--- config.mk ---
export PLATFORM = sky130hd
export DESIGN_NAME = wdog_keyed
export DESIGN_NICKNAME = d
export VERILOG_FILES = /design/src/rtl/wdog_pkg.sv /design/src/rtl/wdog_regs.sv /design/src/rtl/wdog_tick_sel.sv /design/src/rtl/wdog_core.sv /design/src/rtl/wdog_keyed.sv
export SDC_FILE = /design/constraint.sdc
export NUM_CORES = 1
export LEC_CHECK = 0
export BUFFER_PORTS_ARGS = -buffer_cell sky130_fd_sc_hd__buf_2
export CAP_MARGIN = 20
export CORE_ASPECT_RATIO = 0.75
export CORE_UTILIZATION = 47
export CTS_BUF_LIST = sky130_fd_sc_hd__clkbuf_8
export CTS_CLUSTER_DIAMETER = 80
export CTS_CLUSTER_SIZE = 10
export DETAILED_ROUTE_END_ITERATION = 8
export GPL_TIMING_DRIVEN = 0
export PLACE_DENSITY = 0.76
export SYNTH_ARGS = -nofsm -noshare
export SYNTH_HDL_FRONTEND = slang
export SYNTH_SLANG_ARGS = --single-unit
--- constraint.sdc ---
create_clock -name clk_i -period 2.25 [get_ports clk_i]
set_clock_uncertainty 0.15 [all_clocks]
set_input_delay 0.225 -clock clk_i [delete_from_list [all_inputs] [get_ports clk_i]]
set_output_delay 0.225 -clock clk_i [all_outputs]
set_load 0.02 [all_outputs]
--- src/rtl/wdog_pkg.sv ---
package wdog_pkg;
  localparam int CNT_W    = 8;
  localparam int SEL_W    = 3;
  localparam int KEY_W    = 8;
  localparam int OFS_W    = 12;

  localparam logic [OFS_W-1:0] OFS_CFG  = 12'h000;
  localparam logic [OFS_W-1:0] OFS_KICK = 12'h004;
  localparam logic [OFS_W-1:0] OFS_LOCK = 12'h008;
  localparam logic [OFS_W-1:0] OFS_CNT  = 12'h00C;
  localparam logic [OFS_W-1:0] OFS_IE   = 12'h200;
  localparam logic [OFS_W-1:0] OFS_STAT = 12'h204;
  localparam logic [OFS_W-1:0] OFS_CLR  = 12'h208;
  localparam logic [OFS_W-1:0] OFS_SET  = 12'h20C;

  localparam logic [KEY_W-1:0] KICK_KEY = 8'hB2;
  localparam logic [KEY_W-1:0] LOCK_KEY = 8'h3A;

  typedef struct packed {
    logic [SEL_W-1:0] tick_sel;
    logic [CNT_W-1:0] int_val;
    logic [CNT_W-1:0] res_val;
    logic             res_en;
    logic             int_en;
    logic             en;
  } wdog_cfg_t;
endpackage

--- src/rtl/wdog_regs.sv ---
module wdog_regs
  import wdog_pkg::*;
#(
  parameter int ADDR_W = 12,
  parameter int DATA_W = 32
) (
  input  logic              clk_i,
  input  logic              rst_ni,
  input  logic              wr_i,
  input  logic              rd_i,
  input  logic [ADDR_W-1:0] addr_i,
  input  logic [DATA_W-1:0] wdata_i,
  input  logic [CNT_W-1:0]  cnt_i,
  input  logic              stat_i,
  output wdog_cfg_t         cfg_o,
  output logic              locked_o,
  output logic              ie_o,
  output logic              kick_o,
  output logic              stat_clr_o,
  output logic              stat_set_o,
  output logic [DATA_W-1:0] rdata_o
);
  localparam int PAD_W = DATA_W - 32;

  wdog_cfg_t cfg_q;
  logic      locked_q, ie_q;
  logic      wr_cfg, wr_kick, wr_lock, wr_ie, wr_clr, wr_set;
  logic [31:0] rd_word;

  assign wr_cfg  = wr_i && (addr_i == ADDR_W'(OFS_CFG));
  assign wr_kick = wr_i && (addr_i == ADDR_W'(OFS_KICK));
  assign wr_lock = wr_i && (addr_i == ADDR_W'(OFS_LOCK));
  assign wr_ie   = wr_i && (addr_i == ADDR_W'(OFS_IE));
  assign wr_clr  = wr_i && (addr_i == ADDR_W'(OFS_CLR));
  assign wr_set  = wr_i && (addr_i == ADDR_W'(OFS_SET));

  always_ff @(posedge clk_i or negedge rst_ni) begin
    if (!rst_ni) begin
      cfg_q    <= '0;
      locked_q <= 1'b0;
      ie_q     <= 1'b0;
    end else begin
      if (wr_lock && (wdata_i[KEY_W-1:0] == LOCK_KEY)) begin
        locked_q <= 1'b1;
        cfg_q.en <= 1'b1;
      end else if (wr_cfg && !locked_q) begin
        cfg_q.tick_sel <= wdata_i[26:24];
        cfg_q.int_val  <= wdata_i[23:16];
        cfg_q.res_val  <= wdata_i[15:8];
        cfg_q.res_en   <= wdata_i[2];
        cfg_q.int_en   <= wdata_i[1];
        cfg_q.en       <= wdata_i[0];
      end
      if (wr_ie) ie_q <= wdata_i[0];
    end
  end

  assign kick_o     = wr_kick && (wdata_i[KEY_W-1:0] == KICK_KEY);
  assign stat_clr_o = wr_clr && wdata_i[0];
  assign stat_set_o = wr_set && wdata_i[0];

  always_comb begin
    rd_word = '0;
    if (rd_i) begin
      unique case (addr_i)
        ADDR_W'(OFS_CFG):  rd_word = {5'b0, cfg_q.tick_sel, cfg_q.int_val, cfg_q.res_val,
                                      5'b0, cfg_q.res_en, cfg_q.int_en, cfg_q.en};
        ADDR_W'(OFS_LOCK): rd_word = {31'b0, locked_q};
        ADDR_W'(OFS_CNT):  rd_word = 32'(cnt_i);
        ADDR_W'(OFS_IE):   rd_word = {31'b0, ie_q};
        ADDR_W'(OFS_STAT): rd_word = {31'b0, stat_i};
        default:           rd_word = '0;
      endcase
    end
  end

  generate
    if (PAD_W > 0) begin : g_pad
      assign rdata_o = {{PAD_W{1'b0}}, rd_word};
    end else begin : g_nopad
      assign rdata_o = rd_word[DATA_W-1:0];
    end
  endgenerate

  logic wdata_sink;
  assign wdata_sink = ^{wdata_i[DATA_W-1:27], wdata_i[7:3]};

  assign cfg_o    = cfg_q;
  assign locked_o = locked_q;
  assign ie_o     = ie_q;
endmodule

--- src/rtl/wdog_tick_sel.sv ---
module wdog_tick_sel
  import wdog_pkg::*;
#(
  parameter int NUM_TICKS = 4
) (
  input  logic [SEL_W-1:0]     sel_i,
  input  logic [NUM_TICKS-1:0] tick_i,
  output logic                 tick_o
);
  logic [NUM_TICKS-1:0] hit;

  // code 0 stops; code g+1 picks line g; codes past the last line stop
  for (genvar g = 0; g < NUM_TICKS; g++) begin : g_line
    assign hit[g] = tick_i[g] && (sel_i == SEL_W'(g + 1));
  end

  assign tick_o = |hit;
endmodule

--- src/rtl/wdog_core.sv ---
module wdog_core
  import wdog_pkg::*;
(
  input  logic             clk_i,
  input  logic             rst_ni,
  input  logic             tick_i,
  input  logic             en_i,
  input  logic             int_en_i,
  input  logic             res_en_i,
  input  logic [CNT_W-1:0] int_val_i,
  input  logic [CNT_W-1:0] res_val_i,
  input  logic             kick_i,
  input  logic             stat_clr_i,
  input  logic             stat_set_i,
  input  logic             ie_i,
  output logic [CNT_W-1:0] cnt_o,
  output logic             stat_o,
  output logic             irq_o,
  output logic             rst_req_o
);
  logic [CNT_W-1:0] cnt_q, cnt_nxt;
  logic             stat_q, rst_req_q;
  logic             step, land_int, land_res;

  assign cnt_nxt  = cnt_q + CNT_W'(1);
  assign step     = en_i && tick_i && !kick_i && (cnt_q != res_val_i);
  assign land_int = step && (cnt_nxt == int_val_i);
  assign land_res = step && (cnt_nxt == res_val_i);

  always_ff @(posedge clk_i or negedge rst_ni) begin
    if (!rst_ni) begin
      cnt_q     <= '0;
      stat_q    <= 1'b0;
      rst_req_q <= 1'b0;
    end else begin
      if (kick_i)    cnt_q <= '0;
      else if (step) cnt_q <= cnt_nxt;

      // setting wins over a same-cycle clear
      if ((land_int && int_en_i) || stat_set_i) stat_q <= 1'b1;
      else if (stat_clr_i)                      stat_q <= 1'b0;

      if (land_res && res_en_i) rst_req_q <= 1'b1;
    end
  end

  assign cnt_o     = cnt_q;
  assign stat_o    = stat_q;
  assign irq_o     = stat_q && ie_i;
  assign rst_req_o = rst_req_q;
endmodule

--- src/rtl/wdog_keyed.sv ---
module wdog_keyed
  import wdog_pkg::*;
#(
  parameter int ADDR_W    = 12,
  parameter int DATA_W    = 32,
  parameter int NUM_TICKS = 4
) (
  input  logic                 clk_i,
  input  logic                 rst_ni,
  input  logic [NUM_TICKS-1:0] tick_i,
  input  logic                 wr_i,
  input  logic                 rd_i,
  input  logic [ADDR_W-1:0]    addr_i,
  input  logic [DATA_W-1:0]    wdata_i,
  output logic [DATA_W-1:0]    rdata_o,
  output logic                 irq_o,
  output logic                 rst_req_o
);
  wdog_cfg_t        cfg_q;
  logic             locked, ie, kick, stat_clr, stat_set, stat, tick_sel;
  logic [CNT_W-1:0] cnt;

  wdog_regs #(.ADDR_W(ADDR_W), .DATA_W(DATA_W)) u_regs (
    .clk_i      (clk_i),
    .rst_ni     (rst_ni),
    .wr_i       (wr_i),
    .rd_i       (rd_i),
    .addr_i     (addr_i),
    .wdata_i    (wdata_i),
    .cnt_i      (cnt),
    .stat_i     (stat),
    .cfg_o      (cfg_q),
    .locked_o   (locked),
    .ie_o       (ie),
    .kick_o     (kick),
    .stat_clr_o (stat_clr),
    .stat_set_o (stat_set),
    .rdata_o    (rdata_o)
  );

  wdog_tick_sel #(.NUM_TICKS(NUM_TICKS)) u_tick (
    .sel_i  (cfg_q.tick_sel),
    .tick_i (tick_i),
    .tick_o (tick_sel)
  );

  wdog_core u_core (
    .clk_i      (clk_i),
    .rst_ni     (rst_ni),
    .tick_i     (tick_sel),
    .en_i       (cfg_q.en),
    .int_en_i   (cfg_q.int_en),
    .res_en_i   (cfg_q.res_en),
    .int_val_i  (cfg_q.int_val),
    .res_val_i  (cfg_q.res_val),
    .kick_i     (kick),
    .stat_clr_i (stat_clr),
    .stat_set_i (stat_set),
    .ie_i       (ie),
    .cnt_o      (cnt),
    .stat_o     (stat),
    .irq_o      (irq_o),
    .rst_req_o  (rst_req_o)
  );
endmodule

==> flow_metrics.env, run 1 <==
export IMPL_status="complete, but fails checks"
export IMPL_failed_checks="DRC, setup timing"
export IMPL_yosys_area_share_simple=0.2455
export IMPL_crit_type="input port to output pin"
export IMPL_via_per_inst=5.554
export IMPL_cts_made_buffers=5
export IMPL_rows=22
export IMPL_irDropWorstVdd_mv=0.2787
export IMPL_grt_pass1_wl_um=9963
export IMPL_portBuffers=75
export IMPL_cts_sinks=34
export IMPL_critPathSlowestCell="or4_4"
export IMPL_die_w_um=84.96
export IMPL_final_area_sq_um=3458
export IMPL_antenna_cells=0
export IMPL_ant_nets=0
export IMPL_slew_viol_final=0
export IMPL_end_kind="output pin"
export IMPL_drt_wirelength_per_cell_um=16.71
export IMPL_rsz0062_at_grt="yes"
export IMPL_powerDensity_nw_per_um2=409.8
export IMPL_cts_root_buf="clkbuf_8"
export IMPL_coreArea_sq_um=4927
export IMPL_ys_flop_type="dfrtp_1"
export IMPL_path_cells="buf_6 -> or4_4 -> nor4_4 -> nand3b_4 -> nor3_4 -> buf_12 -> clkbuf_16 -> and2_4 -> buf_6"
export IMPL_min_period_over_period=1.055
export IMPL_synth_top_family_by_area="simple AND/OR/NAND/NOR gates"
export IMPL_start_kind="input port"
export IMPL_busiest_layer="met2"
export IMPL_yosysMostFrequentCell="dfrtp_1"
export IMPL_overflow=0
export IMPL_grt_pass1_vias=1975
export IMPL_use_met2=0.3881
export IMPL_placed_area_sq_um=2903
export IMPL_ys_top_cells_by_area="dfrtp_1 (35%), mux2_4 (12%), and2_1 (6.4%), xnor2_1 (4.7%), a21oi_1 (3.3%)"
export IMPL_r2r_slack_ps=70
export IMPL_slew_headroom=0.5065
export IMPL_crit_top_cell="buf_6"
export IMPL_drc=8
export IMPL_worstPathMaxFanout=5
export IMPL_drive_gt1_frac=0.5092
export IMPL_setup_ws_ps=-124.4
export IMPL_slowest_delay_ps=530
export IMPL_antenna_found_initial=0
export IMPL_syn_avg_cell_area_sq_um=10.37
export IMPL_dr_total_vias=2144
export IMPL_insertion_delay_ps=280
export IMPL_synth_compound_area_share=0.09386
export IMPL_clk_path_buf_depth=2
export IMPL_min_period_ps=2374
export IMPL_synthTopCellsByCount="dfrtp_1 (34), and2_1 (25), mux2_4 (19)"
export IMPL_netlist_area_sq_um=2426
export IMPL_yosysTopAreaCellShare=0.3507
export IMPL_syn_to_final_growth_pct=42.55
export IMPL_synthMuxAreaShare=0.1480
export IMPL_arrival_ps=2000
export IMPL_yosys_warnings=0
export IMPL_pre_cts_ws_ps=-497.1
export IMPL_grt_util_all_layers=0.2368
export IMPL_dpl_hpwl_um=4434
export IMPL_initial_utilization=0.4924
export IMPL_wl_um=6451
export IMPL_total_power_mw=1.417
export IMPL_drtIter0Drc=217
export IMPL_worstMarginPinSlew_ps=740.3
export IMPL_yosys_area_top_type="dfrtp_1"
export IMPL_synth_cells=234
export IMPL_setup_viol=22
export IMPL_synth_seq_area_share=0.3507
export IMPL_grt_max_degree=35
export IMPL_synthXorXnorAreaFrac=0.09954
export IMPL_die_h_um=64.22
export IMPL_synth_seq_cells=34
export IMPL_met1_usage=0.3358
export IMPL_dr_pass1_iters=6
export IMPL_grt_use_met3=0.03876
export IMPL_hold_class="input port to flip-flop"
export IMPL_nNetsFinal=378
export IMPL_cts_tree="yes"
export IMPL_report_final_hold_viol_count=0
export IMPL_cts_htree_levels=2
export IMPL_place_gp_congestion=0.9163
export IMPL_synth_edff_count=0
export IMPL_required_ps=1880
export IMPL_boundaryPins=86
export IMPL_fmax_mhz=421.2
export IMPL_postSynth_asyncResetShare=1.000
export IMPL_yosysUniqueCellTypes=47
export IMPL_drv_cap=0
export IMPL_p_leak_nw=1.677
export IMPL_synthAdderAreaFrac=0.005157
export IMPL_dieArea_sq_um=5456
export IMPL_path_clk_slew_ps=70
## path summary, 6_finish.rpt
check                                      start                to  cells past startpoint
max in group asynchronous                 rst_ni   u_core.cnt_o[2]                      2
worst max register to register   u_core.cnt_o[0]     u_core.stat_o                      6
worst min register to register  u_core.rst_req_o  u_core.rst_req_o                      2
min in group asynchronous                 rst_ni   u_regs.cfg_o[0]                      2
worst max-delay path                   addr_i[8]       rdata_o[21]                      9
worst min-delay path                 wdata_i[16]  u_regs.cfg_o[11]                      2
## cell type report
type	count	area, sq um
Multi-Input combinational cell	180	1594
Fill cell	334	1469
Sequential cell	34	853.3
Timing Repair Buffer	83	658.1
Buffer	16	116.4
Clock buffer	6	82.58
Tap cell	60	75.07
Clock inverter	2	60.06
Inverter	5	18.77
## registers in the layout (all words and copies together), names as in the netlist
signal,cells
u_core.stat_o,1
u_regs.locked_o,1
u_core.rst_req_o,1
u_regs.cfg_o,22
u_regs.ie_o,1
u_core.cnt_o,8
## what timing repair did
action / CTS / global route
pin swaps: 4 / 8
resized for setup: 61 / 42
endpoints found under the hold margin: 34 / 0
hold buffers: 1 / 0
buffers inserted: 5 / 3
endpoints found under the setup margin: 35 / 37
cloned: 0 / 1
## metal layers
| layer | part of all wire | up-vias |
|---|---|---|
| met2 | 0.48 | 79 |
| li1 | - | 1013 |
| met1 | 0.46 | 1048 |
| met4 | 0.0053 | 0 |
| met5 | 0 | - |
| met3 | 0.054 | 4 |
## per-stage QoR
step / hold WS [ps] / TNS, ps / utilization / instances
after floorplan: -220.6 / -457.1 / - / 238
after global placement: 175.5 / -12190 / 0.5891 / 373
after detailed placement: 178.6 / -12520 / 0.5891 / 373
after CTS: 14.46 / -3574 / 0.6691 / 384
after global routing: 6.259 / -4837 / 0.7019 / 386
final: 15.09 / -2180 / 0.7019 / 386
## power breakdown
part           internal [mW]  total [mW]  switching, mW
Sequential             0.613       0.615        0.00246
Combinational         0.0518       0.108         0.0564
Clock                  0.473       0.694          0.221
## placed cells by master (no fill, tap or decap), types with 6 or more instances in the layout
master / netlist / layout
clkbuf_8: 0 / 6
mux2_4: 19 / 19
buf_2: 0 / 46
o31ai_1: 6 / 6
nor2_1: 10 / 8
nand2_1: 7 / 7
and2_4: 0 / 22
nand3_1: 8 / 6
xnor2_1: 13 / 13
buf_6: 3 / 30
a21oi_1: 16 / 14
nand4_1: 6 / 6
buf_4: 6 / 11
o21ai_0: 8 / 8
dfrtp_1: 34 / 32
## critical path: cells and delay by family
family / cells / cell delay, ps
and+or+nand+nor: 5 / 1290
buffers and inverters: 4 / 480
## cells by family after synthesis
| logic type | Yosys count |
|---|---|
| buffers and inverters | 24 |
| AO/OA/AOI/OAI | 38 |
| AND/OR/NAND/NOR | 89 |
| adder cells (fa/ha/maj) | 1 |
| other | 1 |
| flip-flops | 34 |
| XOR/XNOR | 21 |
| multiplexers | 26 |
Power figures use the tool's default switching activity.
==> run 2: changes to the inputs <==
- CORE_UTILIZATION: 47 -> 35
- CTS_BUF_LIST: sky130_fd_sc_hd__clkbuf_8 -> sky130_fd_sc_hd__clkbuf_16
- PLACE_DENSITY: 0.76 -> 0.59
==> run 2 against run 1 <==
  * The run still ends with DRC, setup timing left
  * Die area up 33%
  * Critical path depth did not move
  * First-iteration DRC count shrank 40%
  * Cell area fell by 2.9%
  * Total power down 2.3%
  * Critical endpoint is now rdata_o[17]
  * Non-clock buffer count increased by 1
  * Sequential share of layout area grew 0.74 points
  * Clock power is 4.5% lower
  * Count of clock-buffer cells in the layout down 1
  * Via count down 4.3%
  * Maximum frequency increased by 2.1%
  * Combinational power hardly changed
==> flow_metrics.env, run 2 (synthesized netlist as in run 1, its figures left out) <==
export IMPL_status="complete, but fails checks"
export IMPL_failed_checks="DRC, setup timing"
export IMPL_place_gp_congestion=0.8601
export IMPL_rows=25
export IMPL_r2r_end="u_core.stat_o"
export IMPL_final_area_sq_um=3357
export IMPL_slew_headroom=0.4744
export IMPL_path_clk_slew_ps=60
export IMPL_via_per_inst=5.027
export IMPL_insertion_delay_ps=280
export IMPL_die_h_um=74.10
export IMPL_drt_wirelength_per_cell_um=15.50
export IMPL_min_to="u_regs.cfg_o[19]"
export IMPL_start_kind="input port"
export IMPL_dieArea_sq_um=7272
export IMPL_path_cells="buf_6 -> or4_4 -> nor4_4 -> nand3b_4 -> nor3_4 -> buf_4 -> buf_6 -> and2_4 -> buf_6"
export IMPL_setup_ws_ps=-74.51
export IMPL_final_common_cell="buf_2"
export IMPL_required_ps=1880
export IMPL_grt_pass1_vias=1939
export IMPL_report_final_hold_viol_count=0
export IMPL_syn_to_final_growth_pct=38.37
export IMPL_ant_nets=0
export IMPL_boundaryPins=86
export IMPL_min_delay_path_depth=2
export IMPL_cts_root_buf="clkbuf_16"
export IMPL_p_leak_nw=1.651
export IMPL_initial_utilization=0.3729
export IMPL_dr_total_vias=2051
export IMPL_coreArea_sq_um=6506
export IMPL_antenna_cells=0
export IMPL_drv_cap=0
export IMPL_grt_max_degree=35
export IMPL_clk_path_buf_depth=2
export IMPL_final_core_util=0.5160
export IMPL_crit_reg2reg_launch="u_core.cnt_o[0]"
export IMPL_min_period_ps=2325
export IMPL_end_kind="output pin"
export IMPL_crit_top_cell="buf_6"
export IMPL_portBuffers=75
export IMPL_antenna_found_initial=0
export IMPL_wl_um=6323
export IMPL_critPathSlowestCell="or4_4"
export IMPL_cts_made_buffers=5
export IMPL_drtIter0Drc=131
export IMPL_drc=3
export IMPL_placed_area_sq_um=2929
export IMPL_arrival_ps=1950
export IMPL_slew_viol_final=0
export IMPL_min_period_over_period=1.033
export IMPL_irDropWorstVdd_mv=0.3607
export IMPL_dpl_hpwl_um=4687
export IMPL_rsz0062_at_grt="yes"
export IMPL_hold_class="input port to flip-flop"
export IMPL_numPlacedInstances=394
export IMPL_fmax_mhz=430.2
export IMPL_r2r_slack_ps=10
export IMPL_cts_htree_levels=2
export IMPL_largest_reg_flops=22
export IMPL_dr_pass1_iters=6
export IMPL_hp_start="wdata_i[24]"
export IMPL_worstPathMaxFanout=5
export IMPL_drive_gt1_frac=0.4893
export IMPL_die_w_um=98.14
export IMPL_grt_util_all_layers=0.1816
export IMPL_cts_tree="yes"
export IMPL_setup_viol=18
export IMPL_worstMarginPinSlew_ps=788.4
export IMPL_crit_type="input port to output pin"
export IMPL_fin_cells=408
export IMPL_cts_sinks=34
export IMPL_nNetsFinal=379
export IMPL_overflow=0
export IMPL_slowest_delay_ps=530
export IMPL_nFillCells=614
export IMPL_final_cell_mix="buf_2 (51), dfrtp_1 (32), buf_6 (29), and2_4 (22), mux2_4 (19)"
export IMPL_powerDensity_nw_per_um2=412.3
export IMPL_ff2ff_path_depth=6
export IMPL_grt_pass1_wl_um=10120
==> run 2: worst max path at each step <==
| stage | endpoint | from |
|---|---|---|
| 2_1_floorplan | rdata_o[16] | addr_i[4] |
| 3_3_place_gp | rdata_o[24] | addr_i[4] |
| 3_5_place_dp | rdata_o[24] | addr_i[4] |
| 4_1_cts | rdata_o[13] | addr_i[8] |
| 5_1_grt | rdata_o[24] | addr_i[8] |
| 6_report | rdata_o[17] | addr_i[8] |
==> run 2: per-stage QoR <==
step | setup TNS (ps) | setup slack, ps | hold WS (ps) | total power [mW]
finish | -1088 | -74.51 | 23.69 | 1.384
global route | -1990 | -113.6 | 16.80 | 1.437
detailed placement | -13920 | -546.2 | 215.6 | 0.7293
CTS | -3964 | -223.9 | 18.02 | 1.406
floorplan | -457.1 | -77.12 | -220.6 | 0.6678
global placement | -13510 | -534.2 | 201.7 | 0.7283
==> run 2: power breakdown <==
part	internal (mW)	total, mW	switching, mW
clock network	0.404	0.663	0.260
logic	0.0507	0.105	0.0542
registers	0.614	0.616	0.00246
==> run 2: cell type report <==
cell class	instances	area [sq um]	area share
multi-input cells	180	1531	0.4562
flip-flops and latches	34	853.3	0.2542
repair buffers	84	603.1	0.1796
clock buffers	5	125.1	0.03727
plain buffers	16	107.6	0.03205
well taps	81	101.3	0.03019
inverters	5	18.77	0.005591
clock inverters	3	16.27	0.004845
==> run 2: critical path, delay by kind of cell <==
family | cells | cell delay (ps)
simple gates | 5 | 1240
buf+inv | 4 | 480
==> run 2: what timing repair did <==
action,CTS,global route
gates resized for setup,72,10
endpoints found under the hold margin,34,0
hold buffers,1,0
pin swaps,7,5
buffers inserted,4,3
endpoints found under the setup margin,36,35
gates cloned,1,0
==> run 2: per-layer routing <==
metal / vias up / routed length (um) / global-route usage
met1: 972 / 3203 / 0.2671
li1: 1013 / - / -
met2: 64 / 2724 / 0.2770
met3: 2 / 375 / 0.04323
met5: - / 0 / 0
met4: 0 / 21 / 0.02985
==> run 3: changes to the inputs <==
- REMOVE_ABC_BUFFERS: unset -> 1
- SLEW_MARGIN: unset -> 20
==> run 3 against run 2 <==
  * The run still ends with DRC, setup timing left
  * Utilization fell by 0.90 points
  * Sequential power is essentially flat
  * Non-clock buffer count decreased by 18
  * Sequential share of layout area grew 0.49 points
  * Critical path depth unchanged
  * Routed wire length down 2.5%
  * Critical path type unchanged
  * Largest cell class unchanged
==> flow_metrics.env, run 3 (synthesized netlist as in run 1, its figures left out) <==
export IMPL_worstPathMaxFanout=4
export IMPL_path_clk_slew_ps=50
export IMPL_nFillCells=624
export IMPL_largest_reg_flops=22
export IMPL_setup_ws_ps=-65.17
export IMPL_slew_headroom=0.4832
export IMPL_drc=2
export IMPL_dr_pass1_iters=8
export IMPL_final_cell_mix="buf_2 (46), dfrtp_1 (31), buf_6 (26), mux2_4 (19), and2_1 (16)"
export IMPL_min_period_over_period=1.029
export IMPL_coreArea_sq_um=6506
export IMPL_ant_nets=0
export IMPL_hold_class="input port to flip-flop"
export IMPL_start_kind="input port"
export IMPL_boundaryPins=86
export IMPL_wl_met1_um=3100
export IMPL_grt_pass1_wl_um=10030
export IMPL_irDropWorstVdd_mv=0.3603
export IMPL_ff2ff_path_depth=6
export IMPL_via_per_inst=5.182
export IMPL_die_h_um=74.10
export IMPL_drv_cap=0
export IMPL_top_layer_used="met4"
export IMPL_arrival_ps=1940
export IMPL_seq_area_sq_um=854.6
export IMPL_clk_path_buf_depth=2
export IMPL_die_w_um=98.14
export IMPL_drive_gt1_frac=0.4531
export IMPL_nNetsFinal=362
export IMPL_multi_input_area_sq_um=1551
export IMPL_drtIter0Drc=121
export IMPL_final_common_cell="buf_2"
export IMPL_overflow=0
export IMPL_report_final_hold_viol_count=0
export IMPL_portBuffers=75
export IMPL_worstMarginPinSlew_ps=775.1
export IMPL_cts_sinks=34
export IMPL_cts_root_buf="clkbuf_16"
export IMPL_end_kind="output pin"
export IMPL_grt_max_degree=35
export IMPL_wl_met2_um=2586
export IMPL_hold_slack_ps=23.69
export IMPL_rsz0062_at_grt="yes"
export IMPL_p_leak_nw=1.573
export IMPL_rows=25
export IMPL_powerDensity_nw_per_um2=446.1
export IMPL_required_ps=1880
export IMPL_dieArea_sq_um=7272
export IMPL_grt_pass1_vias=1969
export IMPL_min_delay_path_depth=2
export IMPL_cts_tree="yes"
export IMPL_initial_utilization=0.3729
export IMPL_insertion_delay_ps=280
export IMPL_place_gp_congestion=0.8064
export IMPL_dpl_hpwl_um=4290
export IMPL_cts_htree_levels=2
export IMPL_dr_wl_met3_um=435
export IMPL_cts_made_buffers=5
export IMPL_min_period_ps=2315
export IMPL_antenna_cells=0
export IMPL_fmax_mhz=431.9
export IMPL_crit_type="input port to output pin"
export IMPL_placed_area_sq_um=2801
export IMPL_wl_um=6165
export IMPL_status="complete, but fails checks"
export IMPL_grt_util_all_layers=0.1814
export IMPL_total_power_mw=1.471
export IMPL_drt_wirelength_per_cell_um=15.81
export IMPL_dr_total_vias=2021
export IMPL_setup_viol=24
export IMPL_slew_viol_final=0
export IMPL_antenna_found_initial=0
export IMPL_final_area_sq_um=3298
export IMPL_failed_checks="DRC, setup timing"
export IMPL_syn_to_final_growth_pct=35.95
-- run 3: cell count changes in the layout (fill, tap and decap cells not counted), sizes merged --
cell / before / now
clkbuf: 12 / 5
bufinv: 0 / 1
clkinvlp: 1 / 0
nand4: 7 / 8
buf: 92 / 81
clkinv: 2 / 1
-- run 3: stage by stage --
step	std cells	TNS, ps	worst slack, ps	util
after floorplan	219	-3431	-108.9	-
after global placement	375	-22970	-573.5	0.4306
after detailed placement	375	-23940	-621.5	0.4306
after CTS	389	-3664	-192.5	0.4960
after global routing	390	-2939	-140.2	0.5069
final	390	-913.6	-65.17	0.5069
-- run 3: worst max-delay path, cell delays in order --
cell and delay, ps:
buf_6 90, or4_4 530, nor4_4 330, nand3b_4 130, buf_4 160, buf_6 110, nor2_4 100, and2_4 150
buf_6 110
-- run 3: routing by layer --
layer | vias to the layer above | global-route usage
li1 | 987 | -
met1 | 955 | 0.2651
met2 | 74 | 0.2739
met3 | 5 | 0.05075
met4 | 0 | 0.02653
met5 | - | 0
-- run 3: worst paths after layout --
check                            startpoint  slack [ps]               end
max                               addr_i[4]         -70        rdata_o[6]
min                             wdata_i[14]          20   u_regs.cfg_o[9]
max reg2reg                 u_core.cnt_o[0]         120     u_core.stat_o
min reg2reg                u_core.rst_req_o         330  u_core.rst_req_o
max in group asynchronous            rst_ni         980   u_core.cnt_o[1]
min in group asynchronous            rst_ni         420       u_regs.ie_o
-- run 3: layout make-up --
cell class              instances  area share
clock inverters                 2     0.01024
flip-flops and latches         34      0.2591
well taps                      81     0.03073
multi-input cells             181      0.4704
inverters                       5    0.005690
clock buffers                   5     0.03794
repair buffers                 82      0.1859
-- run 3: where the power goes --
| group | total (mW) | switching [mW] | internal (mW) |
|---|---|---|---|
| registers | 0.616 | 0.00225 | 0.614 |
| clock network | 0.754 | 0.242 | 0.512 |
| logic | 0.101 | 0.0565 | 0.0448 |
-- run 3: repair_timing --
| action | CTS | global route |
|---|---|---|
| gates cloned | 1 | 0 |
| pin swaps | 5 | 2 |
| endpoints found under the hold margin | 34 | 0 |
| gates resized for setup | 61 | 17 |
| buffers inserted | 5 | 1 |
| setup endpoints to repair | 54 | 29 |
| hold buffers | 1 | 0 |
